$ cat config.mk
export PLATFORM = sky130hd
export DESIGN_NAME = dmac_chan
export DESIGN_NICKNAME = d
export VERILOG_FILES = /design/src/rtl/dmac_pkg.sv /design/src/rtl/dmac_dreq_sel.sv /design/src/rtl/dmac_engine.sv /design/src/rtl/dmac_chan.sv
export SDC_FILE = /design/constraint.sdc
export NUM_CORES = 1
export LEC_CHECK = 0
export BUFFER_PORTS_ARGS = -buffer_cell sky130_fd_sc_hd__buf_2
export CELL_PAD_IN_SITES_DETAIL_PLACEMENT = 2
export CELL_PAD_IN_SITES_GLOBAL_PLACEMENT = 2
export CORE_UTILIZATION = 37
export DETAILED_ROUTE_END_ITERATION = 6
export PLACE_DENSITY_LB_ADDON = 0.1
export SLEW_MARGIN = 30
export SYNTH_ARGS = -nofsm -noshare
export SYNTH_HDL_FRONTEND = slang
export SYNTH_SLANG_ARGS = --single-unit
$ cat constraint.sdc
create_clock -name clk -period 2.7 [get_ports clk]
set_input_delay 0.135 -clock clk [delete_from_list [all_inputs] [get_ports clk]]
set_output_delay 0.135 -clock clk [all_outputs]
set_load 0.005 [all_outputs]
$ cat src/rtl/dmac_pkg.sv
package dmac_pkg;

    typedef enum logic [3:0] {
        S_IDLE, S_FETCH, S_SETUP, S_GAP, S_SRC, S_RD, S_DST, S_WR, S_DONE
    } dmac_st_e;

    // Register window offsets (bytes)
    localparam logic [5:0] OFF_CS   = 6'h00;
    localparam logic [5:0] OFF_CBA  = 6'h04;
    localparam logic [5:0] OFF_TI   = 6'h08;
    localparam logic [5:0] OFF_SRC  = 6'h0C;
    localparam logic [5:0] OFF_DST  = 6'h10;
    localparam logic [5:0] OFF_LEN  = 6'h14;
    localparam logic [5:0] OFF_STRD = 6'h18;
    localparam logic [5:0] OFF_NXT  = 6'h1C;
    localparam logic [5:0] OFF_DBG  = 6'h20;

    // Control/status bit positions
    localparam int CS_RUN   = 0;
    localparam int CS_END   = 1;
    localparam int CS_INT   = 2;
    localparam int CS_DRQ   = 3;
    localparam int CS_PAUSE = 4;
    localparam int CS_HELD  = 5;
    localparam int CS_WWAIT = 6;
    localparam int CS_ABORT = 30;
    localparam int CS_RESET = 31;

    // Transfer-info bit positions
    localparam int TI_INTEN = 0;
    localparam int TI_DINC  = 4;
    localparam int TI_DPACE = 6;
    localparam int TI_DIGN  = 7;
    localparam int TI_SINC  = 8;
    localparam int TI_SPACE = 10;
    localparam int TI_SIGN  = 11;
    localparam int TI_SEL_LO  = 16;
    localparam int TI_WAIT_LO = 21;
    localparam int SELW  = 5;
    localparam int WAITW = 5;

    localparam int DBG_LITE = 28;

    // Header words actually fetched (padding words are skipped)
    localparam int HDR_WORDS = 6;

endpackage

$ cat src/rtl/dmac_dreq_sel.sv
module dmac_dreq_sel #(
    parameter int NDREQ = 4,
    parameter int SELW  = 5
) (
    input  logic [NDREQ-1:0] lines,
    input  logic [SELW-1:0]  sel,
    output logic             lvl
);
    localparam int IW = (NDREQ > 1) ? $clog2(NDREQ) : 1;

    always_comb begin
        if (int'(sel) < NDREQ) lvl = lines[sel[IW-1:0]];
        else                   lvl = 1'b0;
    end
endmodule

$ cat src/rtl/dmac_engine.sv
module dmac_engine
    import dmac_pkg::*;
#(
    parameter bit LITE = 1'b0
) (
    input  logic        clk,
    input  logic        rst_n,
    input  logic        reg_we,
    input  logic [5:0]  reg_addr,
    input  logic [31:0] reg_wdata,
    output logic        mem_req,
    output logic        mem_we,
    output logic [31:0] mem_addr,
    output logic [31:0] mem_wdata,
    input  logic        mem_ack,
    input  logic [31:0] mem_rdata,
    input  logic        dreq_lvl,
    output logic        run_o,
    output logic        end_o,
    output logic        int_o,
    output logic        paused_o,
    output logic        held_o,
    output logic        wwait_o,
    output logic [31:0] cba_o,
    output logic [31:0] ti_o,
    output logic [31:0] src_o,
    output logic [31:0] dst_o,
    output logic [31:0] len_o,
    output logic [31:0] strd_o,
    output logic [31:0] nxt_o
);
    localparam logic [31:0] LEN_CAP = LITE ? 32'd65532 : 32'h4000_0000;
    localparam int IDXW = $clog2(HDR_WORDS);

    typedef struct packed {
        dmac_st_e          st;
        logic              run;
        logic              endf;
        logic              intf;
        logic              busy;
        logic              abort_p;
        logic [IDXW-1:0]   idx;
        logic [WAITW-1:0]  gap;
        logic [31:0]       cba;
        logic [31:0]       ti;
        logic [31:0]       src;
        logic [31:0]       dst;
        logic [31:0]       len;
        logic [31:0]       strd;
        logic [31:0]       nxt;
        logic [31:0]       data;
    } eng_s;

    eng_s q, d;
    logic wr_cs, wr_cba, cmd_reset, grant, step, pace_ok;

    function automatic logic [31:0] cap_len(input logic [31:0] l);
        logic [31:0] a;
        a = {l[31:2], 2'b00};
        return (a > LEN_CAP) ? LEN_CAP : a;
    endfunction

    assign wr_cs     = reg_we && (reg_addr == OFF_CS);
    assign wr_cba    = reg_we && (reg_addr == OFF_CBA);
    assign cmd_reset = wr_cs && reg_wdata[CS_RESET];
    assign pace_ok   = dreq_lvl;

    always_comb begin
        d         = q;
        grant     = q.run | q.busy;
        step      = 1'b0;
        held_o    = 1'b0;
        mem_req   = 1'b0;
        mem_we    = 1'b0;
        mem_addr  = q.cba + 32'({q.idx, 2'b00});
        mem_wdata = q.data;

        if (wr_cs) begin
            d.run = reg_wdata[CS_RUN];
            if (reg_wdata[CS_END]) d.endf = 1'b0;
            if (reg_wdata[CS_INT]) d.intf = 1'b0;
            if (reg_wdata[CS_ABORT] && q.st != S_IDLE) d.abort_p = 1'b1;
        end
        if (wr_cba && q.st == S_IDLE) d.cba = reg_wdata;

        unique case (q.st)
            S_IDLE: begin
                d.abort_p = 1'b0;
                if (q.run) begin
                    d.st  = S_FETCH;
                    d.idx = '0;
                end
            end
            S_FETCH: begin
                mem_req = grant;
                if (mem_req && mem_ack) begin
                    case (q.idx)
                        0:       d.ti   = mem_rdata;
                        1:       d.src  = mem_rdata;
                        2:       d.dst  = mem_rdata;
                        3:       d.len  = mem_rdata;
                        4:       d.strd = mem_rdata;
                        default: d.nxt  = mem_rdata;
                    endcase
                    if (int'(q.idx) == HDR_WORDS - 1) d.st = S_SETUP;
                    else                              d.idx = q.idx + 1'b1;
                end
            end
            S_SETUP: begin
                if (q.abort_p) d.st = S_DONE;
                else if (q.run) begin
                    d.len = cap_len(q.len);
                    d.gap = q.ti[TI_WAIT_LO +: WAITW];
                    d.st  = (cap_len(q.len) == 32'd0) ? S_DONE : S_GAP;
                end
            end
            S_GAP: begin
                if (q.abort_p) d.st = S_DONE;
                else if (q.run) begin
                    if (q.gap != '0) d.gap = q.gap - 1'b1;
                    else             d.st  = S_SRC;
                end
            end
            S_SRC: begin
                if (q.abort_p) d.st = S_DONE;
                else if (q.ti[TI_SPACE] && !pace_ok) held_o = 1'b1;
                else if (q.run) begin
                    if (q.ti[TI_SIGN]) begin
                        d.data = 32'd0;
                        d.st   = S_DST;
                    end else begin
                        d.st   = S_RD;
                    end
                end
            end
            S_RD: begin
                mem_req  = grant;
                mem_addr = q.src;
                if (mem_req && mem_ack) begin
                    d.data = mem_rdata;
                    d.st   = S_DST;
                end
            end
            S_DST: begin
                if (q.abort_p) d.st = S_DONE;
                else if (q.ti[TI_DPACE] && !pace_ok) held_o = 1'b1;
                else if (q.run) begin
                    if (q.ti[TI_DIGN]) step = 1'b1;
                    else               d.st = S_WR;
                end
            end
            S_WR: begin
                mem_req  = grant;
                mem_we   = 1'b1;
                mem_addr = q.dst;
                if (mem_req && mem_ack) step = 1'b1;
            end
            S_DONE: begin
                d.endf    = 1'b1;
                if (q.ti[TI_INTEN]) d.intf = 1'b1;
                d.abort_p = 1'b0;
                d.cba     = q.nxt;
                d.idx     = '0;
                if (q.nxt == 32'd0) begin
                    d.run = 1'b0;
                    d.st  = S_IDLE;
                end else begin
                    d.st  = S_FETCH;
                end
            end
            default: d.st = S_IDLE;
        endcase

        if (step) begin
            if (q.ti[TI_SINC]) d.src = q.src + 32'd4;
            if (q.ti[TI_DINC]) d.dst = q.dst + 32'd4;
            d.len = q.len - 32'd4;
            if (q.len == 32'd4) d.st = S_DONE;
            else begin
                d.st  = S_GAP;
                d.gap = q.ti[TI_WAIT_LO +: WAITW];
            end
        end

        d.busy = mem_req & ~mem_ack;

        if (cmd_reset) begin
            d.st      = S_IDLE;
            d.run     = 1'b0;
            d.endf    = 1'b0;
            d.intf    = 1'b0;
            d.busy    = 1'b0;
            d.abort_p = 1'b0;
        end
    end

    always_ff @(posedge clk or negedge rst_n) begin
        if (!rst_n) q <= '0;
        else        q <= d;
    end

    assign run_o    = q.run;
    assign end_o    = q.endf;
    assign int_o    = q.intf;
    assign paused_o = ~q.run & ~q.busy;
    assign wwait_o  = (q.st == S_WR) && q.busy;
    assign cba_o    = q.cba;
    assign ti_o     = q.ti;
    assign src_o    = q.src;
    assign dst_o    = q.dst;
    assign len_o    = q.len;
    assign strd_o   = q.strd;
    assign nxt_o    = q.nxt;

    // an outstanding request keeps its address and direction
    a_r3_req_hold: assert property (@(posedge clk) disable iff (!rst_n)
        (mem_req && !mem_ack && !cmd_reset) |=> (mem_req && $stable(mem_addr) && $stable(mem_we)));

    // the word loop only runs with a nonzero, word-aligned remainder
    a_r3_len_aligned: assert property (@(posedge clk) disable iff (!rst_n)
        (q.st == S_GAP || q.st == S_SRC || q.st == S_DST) |-> (q.len[1:0] == 2'b00 && q.len != 32'd0));

    // no write access while the block ignores destination writes
    a_r6_no_ignored_write: assert property (@(posedge clk) disable iff (!rst_n)
        (mem_req && mem_we) |-> !q.ti[TI_DIGN]);

    // a paced write is only issued after the request line was seen high
    a_r7_paced_write: assert property (@(posedge clk) disable iff (!rst_n)
        (mem_req && mem_we && !q.busy && q.ti[TI_DPACE]) |-> $past(dreq_lvl));

    // the interrupt flag only rises for a block that asked for it
    a_r4_int_needs_enable: assert property (@(posedge clk) disable iff (!rst_n)
        $rose(q.intf) |-> q.ti[TI_INTEN]);

    // the reset command leaves the channel stopped and quiet
    a_r11_reset_idle: assert property (@(posedge clk) disable iff (!rst_n)
        cmd_reset |=> (!mem_req && !q.run && !q.intf));

endmodule

$ cat src/rtl/dmac_chan.sv
module dmac_chan
    import dmac_pkg::*;
#(
    parameter bit LITE  = 1'b0,
    parameter int NDREQ = 4
) (
    input  logic             clk,
    input  logic             rst_n,
    input  logic             reg_we,
    input  logic [5:0]       reg_addr,
    input  logic [31:0]      reg_wdata,
    output logic [31:0]      reg_rdata,
    output logic             mem_req,
    output logic             mem_we,
    output logic [31:0]      mem_addr,
    output logic [31:0]      mem_wdata,
    input  logic             mem_ack,
    input  logic [31:0]      mem_rdata,
    input  logic [NDREQ-1:0] dreq,
    output logic             irq
);
    logic        dreq_lvl, run, endf, intf, paused, held, wwait;
    logic [31:0] cba, ti, src, dst, len, strd, nxt, cs, dbg;

    dmac_dreq_sel #(.NDREQ(NDREQ), .SELW(SELW)) i_sel (
        .lines (dreq),
        .sel   (ti[TI_SEL_LO +: SELW]),
        .lvl   (dreq_lvl)
    );

    dmac_engine #(.LITE(LITE)) i_eng (
        .clk       (clk),
        .rst_n     (rst_n),
        .reg_we    (reg_we),
        .reg_addr  (reg_addr),
        .reg_wdata (reg_wdata),
        .mem_req   (mem_req),
        .mem_we    (mem_we),
        .mem_addr  (mem_addr),
        .mem_wdata (mem_wdata),
        .mem_ack   (mem_ack),
        .mem_rdata (mem_rdata),
        .dreq_lvl  (dreq_lvl),
        .run_o     (run),
        .end_o     (endf),
        .int_o     (intf),
        .paused_o  (paused),
        .held_o    (held),
        .wwait_o   (wwait),
        .cba_o     (cba),
        .ti_o      (ti),
        .src_o     (src),
        .dst_o     (dst),
        .len_o     (len),
        .strd_o    (strd),
        .nxt_o     (nxt)
    );

    always_comb begin
        cs            = '0;
        cs[CS_RUN]    = run;
        cs[CS_END]    = endf;
        cs[CS_INT]    = intf;
        cs[CS_DRQ]    = dreq_lvl;
        cs[CS_PAUSE]  = paused;
        cs[CS_HELD]   = held;
        cs[CS_WWAIT]  = wwait;
        dbg           = '0;
        dbg[DBG_LITE] = LITE;
        unique case (reg_addr)
            OFF_CS:   reg_rdata = cs;
            OFF_CBA:  reg_rdata = cba;
            OFF_TI:   reg_rdata = ti;
            OFF_SRC:  reg_rdata = src;
            OFF_DST:  reg_rdata = dst;
            OFF_LEN:  reg_rdata = len;
            OFF_STRD: reg_rdata = strd;
            OFF_NXT:  reg_rdata = nxt;
            OFF_DBG:  reg_rdata = dbg;
            default:  reg_rdata = '0;
        endcase
    end

    assign irq = intf;

    // the interrupt pin mirrors the flag that software clears
    a_r1_irq_quiet_idle: assert property (@(posedge clk) disable iff (!rst_n)
        (reg_we && reg_addr == OFF_CS && reg_wdata[CS_INT]) |=> (!irq || run));

endmodule

==> impl_metrics.env, run 1 <==
export IMPL_cts_sinks=273
export IMPL_multi_input_area_mm2=0.00863
export IMPL_period_needed_ps=3080
export IMPL_syn_nets=1873
export IMPL_io_buffers=176
export IMPL_worst_pin_slew_ps=915
export IMPL_maxClockFrequency_mhz=324
export IMPL_synth_cell_types=72
export IMPL_setup_viol=19
export IMPL_drv_cap=0
export IMPL_p_per_area_mw_per_mm2=793
export IMPL_max_stage_delay_ps=390
export IMPL_ys_warn_count=0
export IMPL_finalSetupTns_ps=-4330
export IMPL_slew_violations=0
export IMPL_core_area_mm2=0.0423
export IMPL_vias=16834
export IMPL_grt_overflow=0
export IMPL_yosys_top_cells_count="273 x dfrtp_1, 198 x nand2_1, 159 x nor2_1"
export IMPL_netlist_instances=1781
export IMPL_irDropWorstVdd_v=0.000596
export IMPL_violations="negative setup slack"
export IMPL_ctsLongestPathBuffers=3
export IMPL_criticalPathCategory="reg2out"
export IMPL_yosysTopAreaCell="dfrtp_1"
export IMPL_crit_top_cell="buf_6"
export IMPL_cp_slowest_cell="dfrtp_1"
export IMPL_r2r_setup_slack_ps=160
export IMPL_die_y_um=210
export IMPL_wirelength_mm=83.1
export IMPL_synthMostInstantiatedCell="dfrtp_1"
export IMPL_detail_route_wl_per_cell_um=31.3
export IMPL_hold_ws_ps=32.7
export IMPL_synthDominantCellAreaShare=0.426
export IMPL_rsz0062_at_grt="yes"
export IMPL_grt_start_max_net_pins=75
export IMPL_cts_tree="done"
export IMPL_place_congestion=0.898
export IMPL_worstPathArrival_ps=2950
export IMPL_cp_startpoint="i_eng.cba_o[2]"
export IMPL_hpwl_mm=57.2
export IMPL_grt_pass1_wl_mm=123
export IMPL_track_usage=0.378
export IMPL_rows=75
export IMPL_numCtsBuffers=35
export IMPL_clk_pin_slew_worst_paths_ps=60
export IMPL_end_kind="primary output"
export IMPL_seqCellArea_mm2=0.00683
export IMPL_grt_pass1_vias=18226
export IMPL_synth_flop_cell="dfrtp_1"
export IMPL_setup_ws_ps=-382
export IMPL_vias_per_cell=6.34
export IMPL_cts_htree_levels=2
export IMPL_antenna_found_initial=4
export IMPL_hold_violations=0
export IMPL_synthTopCellsByArea="dfrtp_1 43%, mux2_2 6.5%, nand2_1 4.6%, a21oi_1 4.0%, nor2_1 3.7%"
export IMPL_ys_seq_area_frac=0.426
export IMPL_status="finished with violations"
export IMPL_crit_family="adder cells"
export IMPL_cp_required_ps=2570
export IMPL_r2r_start="i_eng.len_o[15]"
export IMPL_io_pins=177
export IMPL_final_layout_size_suffix_gt1_frac=0.260
export IMPL_syn_area_mm2=0.0160
export IMPL_cts_root_buf="clkbuf_16"
export IMPL_synth_edf_count=0
export IMPL_hp_class="in2reg"
export IMPL_drt_initial_drc_count=1476
export IMPL_max_slew_margin=0.388
export IMPL_p_leak_nw=8.97
export IMPL_reg2regPathDepth=7
export IMPL_nNetsFinal=2142
export IMPL_instances_no_fill=2656
export IMPL_endpoint="mem_addr[30]"
export IMPL_firstDrtPassIters=6
export IMPL_cp_depth=12
export IMPL_cp_num_buf_inv=4
export IMPL_fin_skew_ps=26.2
export IMPL_synth_avg_cell_area_um2=8.99
export IMPL_drc=0
export IMPL_critPathMaxFanout=3
export IMPL_start_util=0.378
export IMPL_die_w_um=210
export IMPL_period_share=1.14
export IMPL_clk_latency_ps=570
export IMPL_cp_start_kind="register"
export IMPL_synth_seq_cells=273
export IMPL_syn_to_final_growth_pct=27.8
export IMPL_power_w=0.0162
export IMPL_path_cells="ha_4, inv_2, fa_2, nor2b_4, o2111ai_4, nor3b_2, buf_6, nand3_2, xor2_1, a21oi_1, buf_4, buf_6"
export IMPL_pre_cts_slack_ps=-20.8
export IMPL_dp_cells=2521
export IMPL_postRouteAntennaNets=0
export IMPL_synthArstFlopShare=1.00
export IMPL_dieArea_mm2=0.0441
export IMPL_filler_cell_count=4487
export IMPL_timing_rr_end="i_eng.len_o[12]"
[tightest hold or removal path: cells and delay by family]
| kind | cells | cell delay (ps) |
|---|---|---|
| buffers and inverters | 1 | 200 |
| AOI/OAI and AO/OA | 1 | 90 |
| and+or+nand+nor | 1 | 100 |
[cells in the final DEF, fill, tap and decap left out, types with 64 or more instances in the layout]
master,synthesis,final
dfrtp_1,273,271
a21oi_1,128,124
nand2_1,198,195
nor2_1,159,155
o21ai_0,109,106
mux2_2,92,92
nand3_1,71,64
buf_2,16,172
buf_4,32,119
a22oi_1,74,74
[power breakdown]
part	switching [W]	internal (W)
clock network	0.00202	0.00314
logic	0.00340	0.00223
registers	0.000780	0.00465
[flip-flops by register name (all words and copies together), names as in the netlist]
name             cells
i_eng.cba_o         32
i_eng.dst_o         32
i_eng.end_o          1
i_eng.int_o          1
i_eng.len_o         32
i_eng.mem_wdata     32
i_eng.nxt_o         32
i_eng.q             14
i_eng.run_o          1
i_eng.src_o         32
i_eng.strd_o        32
i_eng.ti_o          32
[metrics by stage]
step,area (µm²),utilization
6_report,20500,0.484
5_1_grt,20500,0.483
4_1_cts,20300,0.480
3_5_place_dp,18300,0.432
3_3_place_gp,18300,0.432
2_1_floorplan,16000,-
[layout make-up]
| cell class | count | share of cell area |
|---|---|---|
| antenna | 3 | 0.000367 |
| clock buffer | 47 | 0.0480 |
| clock inverter | 16 | 0.0122 |
| inverter | 31 | 0.00569 |
| multi-input combinational | 1324 | 0.422 |
| sequential | 273 | 0.334 |
| tap | 577 | 0.0353 |
| timing repair buffer | 385 | 0.143 |
[metal layers]
layer / routed length, µm / part of all wire / global-route usage / up-vias
met1: 34700 / 0.42 / 0.485 / 8772
met2: 39000 / 0.47 / 0.612 / 705
met5: 27 / 0.00032 / 0 / -
li1: - / - / - / 7140
met4: 4480 / 0.054 / 0.198 / 4
met3: 4830 / 0.058 / 0.0606 / 213
[cells by family (layout without fill, tap and decap cells)]
family                     after synthesis  count (layout)  share of synthesized area
and+or+nand+nor                        640             640                      0.192
AOI/OAI and AO/OA                      500             500                      0.206
DFF                                    273             273                      0.426
buffers and inverters                  184             479                     0.0519
muxes                                  137             137                     0.0937
xor gates and xnor gates                33              33                     0.0180
adders and majority gates               14              14                     0.0114
other                                    0               3                          0
[worst min-delay path by stage]
stage,cells past startpoint,to,slack [ps],from
2_1_floorplan,0,i_eng.cba_o[0],-160,rst_n
3_3_place_gp,1,i_eng.q[256],100,rst_n
3_5_place_dp,1,i_eng.q[272],100,rst_n
4_1_cts,3,i_eng.src_o[19],5,mem_rdata[19]
5_1_grt,3,i_eng.len_o[5],30,mem_rdata[5]
6_report,3,i_eng.mem_wdata[5],30,mem_rdata[5]
[what timing repair did]
item | CTS | global route
pin swaps | 27 | 18
hold buffers | 60 | 0
resized for setup | 35 | 21
setup buffers | 6 | 5
endpoints found under the setup margin | 25 | 42
endpoints found under the hold margin | 198 | 0
Power figures use the tool's default switching activity.
==> inputs of run 2 (changes only) <==
- ABC_AREA: not set -> 1
- CORE_UTILIZATION: 37 -> 34
==> impl_metrics.env, run 2 <==
export IMPL_grt_pass1_vias=21079
export IMPL_yosys_top_cells_count="737 x nand2_1, 273 x dfrtp_1, 227 x inv_1"
export IMPL_finish_instance_area_mm2=0.0217
export IMPL_p_per_area_mw_per_mm2=1030
export IMPL_end_kind="primary output"
export IMPL_synth_avg_cell_area_um2=7.07
export IMPL_fin_skew_ps=16.7
export IMPL_ys_warn_count=0
export IMPL_numCtsBuffers=37
export IMPL_track_usage=0.379
export IMPL_synth_seq_cells=273
export IMPL_cp_required_ps=2570
export IMPL_cts_tree="done"
export IMPL_vias_per_cell=5.78
export IMPL_period_needed_ps=2890
export IMPL_period_share=1.07
export IMPL_max_slew_margin=0.372
export IMPL_combPwrFrac=0.429
export IMPL_synthArstFlopShare=1.00
export IMPL_critPathMaxFanout=4
export IMPL_maxClockFrequency_mhz=347
export IMPL_power_w=0.0224
export IMPL_synthTopCellsByArea="dfrtp_1 39%, nand2_1 16%, o21ai_0 5.9%, inv_1 4.8%, nand3_1 4.4%"
export IMPL_cts_htree_levels=2
export IMPL_dieArea_mm2=0.0530
export IMPL_synth_compound_area_frac=0.173
export IMPL_clk_latency_ps=580
export IMPL_p_leak_nw=10.2
export IMPL_postRouteAntennaNets=0
export IMPL_synth_simple_area_share=0.290
export IMPL_hold_violations=0
export IMPL_synthAdderAreaFrac=0.0103
export IMPL_antenna_found_initial=11
export IMPL_syn_area_mm2=0.0177
export IMPL_criticalPathCategory="reg2out"
export IMPL_rows=83
export IMPL_drc=0
export IMPL_place_area_mm2=0.0196
export IMPL_seq_power_share=0.329
export IMPL_wirelength_mm=101
export IMPL_core_area_mm2=0.0514
export IMPL_irDropWorstVdd_v=0.000673
export IMPL_rsz0062_at_grt="yes"
export IMPL_switching_share=0.466
export IMPL_drt_initial_drc_count=1388
export IMPL_clkPwrFrac=0.241
export IMPL_status="finished with violations"
export IMPL_syn_to_final_growth_pct=22.5
export IMPL_internal_power_w=0.0119
export IMPL_ys_seq_area_frac=0.386
export IMPL_die_w_um=230
export IMPL_worst_pin_slew_ps=939
export IMPL_cts_root_buf="clkbuf_16"
export IMPL_ctsLongestPathBuffers=3
export IMPL_detail_route_wl_per_cell_um=29.2
export IMPL_filler_cell_count=6048
export IMPL_vias=19911
export IMPL_place_congestion=0.954
export IMPL_die_y_um=230
export IMPL_final_cell_mix="728 x nand2_1, 270 x dfrtp_1, 223 x inv_1"
export IMPL_slew_violations=0
export IMPL_start_util=0.344
export IMPL_p_sw_w=0.0104
export IMPL_synth_flop_cell="dfrtp_1"
export IMPL_setup_ws_ps=-185
export IMPL_drv_cap=0
export IMPL_hpwl_mm=75.9
export IMPL_worstPathArrival_ps=2750
export IMPL_synthMostInstantiatedCell="nand2_1"
export IMPL_yosysTopAreaCell="dfrtp_1"
export IMPL_grt_pass1_wl_mm=146
export IMPL_io_buffers=176
export IMPL_cp_start_kind="register"
export IMPL_cts_sinks=273
export IMPL_synth_mux_area_frac=0.00170
export IMPL_io_pins=177
export IMPL_synth_xor_area_frac=0.0415
export IMPL_hp_class="in2reg"
export IMPL_violations="negative setup slack"
export IMPL_firstDrtPassIters=5
export IMPL_clk_pin_slew_worst_paths_ps=60
export IMPL_setup_viol=13
export IMPL_grt_overflow=0
export IMPL_syn_nets=2595
export IMPL_grt_start_max_net_pins=72
export IMPL_synthDominantCellAreaShare=0.386
export IMPL_netlist_instances=2503
export IMPL_synth_edf_count=0
export IMPL_nNetsFinal=2824
export IMPL_synth_top_family_by_area="simple AND/OR/NAND/NOR gates"
export IMPL_synth_cell_types=52
export IMPL_final_layout_size_suffix_gt1_frac=0.158
export IMPL_final_common_cell="nand2_1"
==> run 2: cell count changes after synthesis, moves of 44 or more <==
| cell | change |
|---|---|
| nand2_1 | +539 |
| inv_1 | +196 |
| o21ai_0 | +99 |
| mux2_2 | -92 |
| nand3_1 | +84 |
| a21oi_1 | -83 |
| xor2_1 | +56 |
| a22oi_1 | -55 |
| o21ai_1 | +46 |
| nor2_1 | +44 |
==> run 2: per-layer routing <==
metal,share of wire,vias to the layer above,GRT usage,wire length [µm]
met5,0,-,0,0
met4,0.054,0,0.186,5470
met3,0.061,195,0.0547,6100
met2,0.46,690,0.619,46700
met1,0.42,10259,0.489,42300
li1,-,8767,-,-
==> run 2: area by class of cell <==
| type | instances | area (µm²) | area share |
|---|---|---|---|
| Multi-Input combinational cell | 1833 | 9330 | 0.430 |
| Timing Repair Buffer | 340 | 2440 | 0.113 |
| Inverter | 247 | 935 | 0.0431 |
| Tap cell | 680 | 851 | 0.0392 |
| Clock inverter | 9 | 176 | 0.00813 |
| Antenna cell | 5 | 12.5 | 0.000577 |
| Clock buffer | 55 | 1120 | 0.0514 |
| Sequential cell | 273 | 6840 | 0.315 |
==> run 2: metrics by stage <==
step | cells | TNS (ps) | utilization | worst slack [ps] | hold slack [ps]
after floorplan | 2503 | 0 | - | 516 | -161
after global placement | 3306 | 0 | 0.381 | 101 | 169
after detailed placement | 3306 | 0 | 0.381 | 31.4 | 169
after CTS | 3433 | -1500 | 0.420 | -215 | 35.2
after global routing | 3437 | -3320 | 0.422 | -357 | 72.1
final | 3442 | -1410 | 0.422 | -185 | 62.1
==> run 2: power groups by stage <==
stage / clock, W / combinational, W / sequential (W)
5_1_grt: 0.00559 / 0.0105 / 0.00749
4_1_cts: 0.00547 / 0.00945 / 0.00730
3_3_place_gp: 0 / 0.00879 / 0.00727
2_1_floorplan: 0 / 0.00565 / 0.00650
3_5_place_dp: 0 / 0.00915 / 0.00733
6_report: 0.00540 / 0.00961 / 0.00736
==> run 2: kinds of logic after synthesis <==
kind of cell,count (synthesis)
fa+ha+maj,14
compound gates,507
simple gates,1225
mux,3
flops,273
xor+xnor,84
buf+inv,397
==> run 2: timing repair <==
action | CTS | global route
setup buffers | 4 | 4
endpoints found under the setup margin | 27 | 23
endpoints found under the hold margin | 125 | 0
hold buffers | 59 | 0
gates resized for setup | 37 | 19
pin swaps | 7 | 8
==> run 2: final timing paths <==
| check | end | depth (start not counted) | startpoint | slack (ps) |
|---|---|---|---|---|
| hold reg to reg | i_eng.mem_wdata[25] | 2 | i_eng.mem_wdata[25] | 480 |
| setup / recovery | mem_addr[28] | 14 | i_eng.q[261] | -190 |
| setup reg to reg | i_eng.src_o[17] | 11 | i_eng.ti_o[20] | 280 |
| min in group asynchronous | i_eng.nxt_o[15] | 2 | rst_n | 110 |
| hold / removal | i_eng.len_o[9] | 5 | mem_rdata[9] | 60 |
| max in group asynchronous | i_eng.cba_o[5] | 3 | rst_n | 1500 |
==> run 2: critical path, cell delays in order (launching register included) <==
cell and delay [ps]:
dfrtp_1 370, ha_2 190, inv_2 40, fa_2 350, inv_2 100, nand2_4 60
nand2_4 80, nand3_4 110, nor2_2 150, buf_4 140, nand4_1 100, xor2_1 160
nand2_1 70, o211ai_1 100, buf_2 140
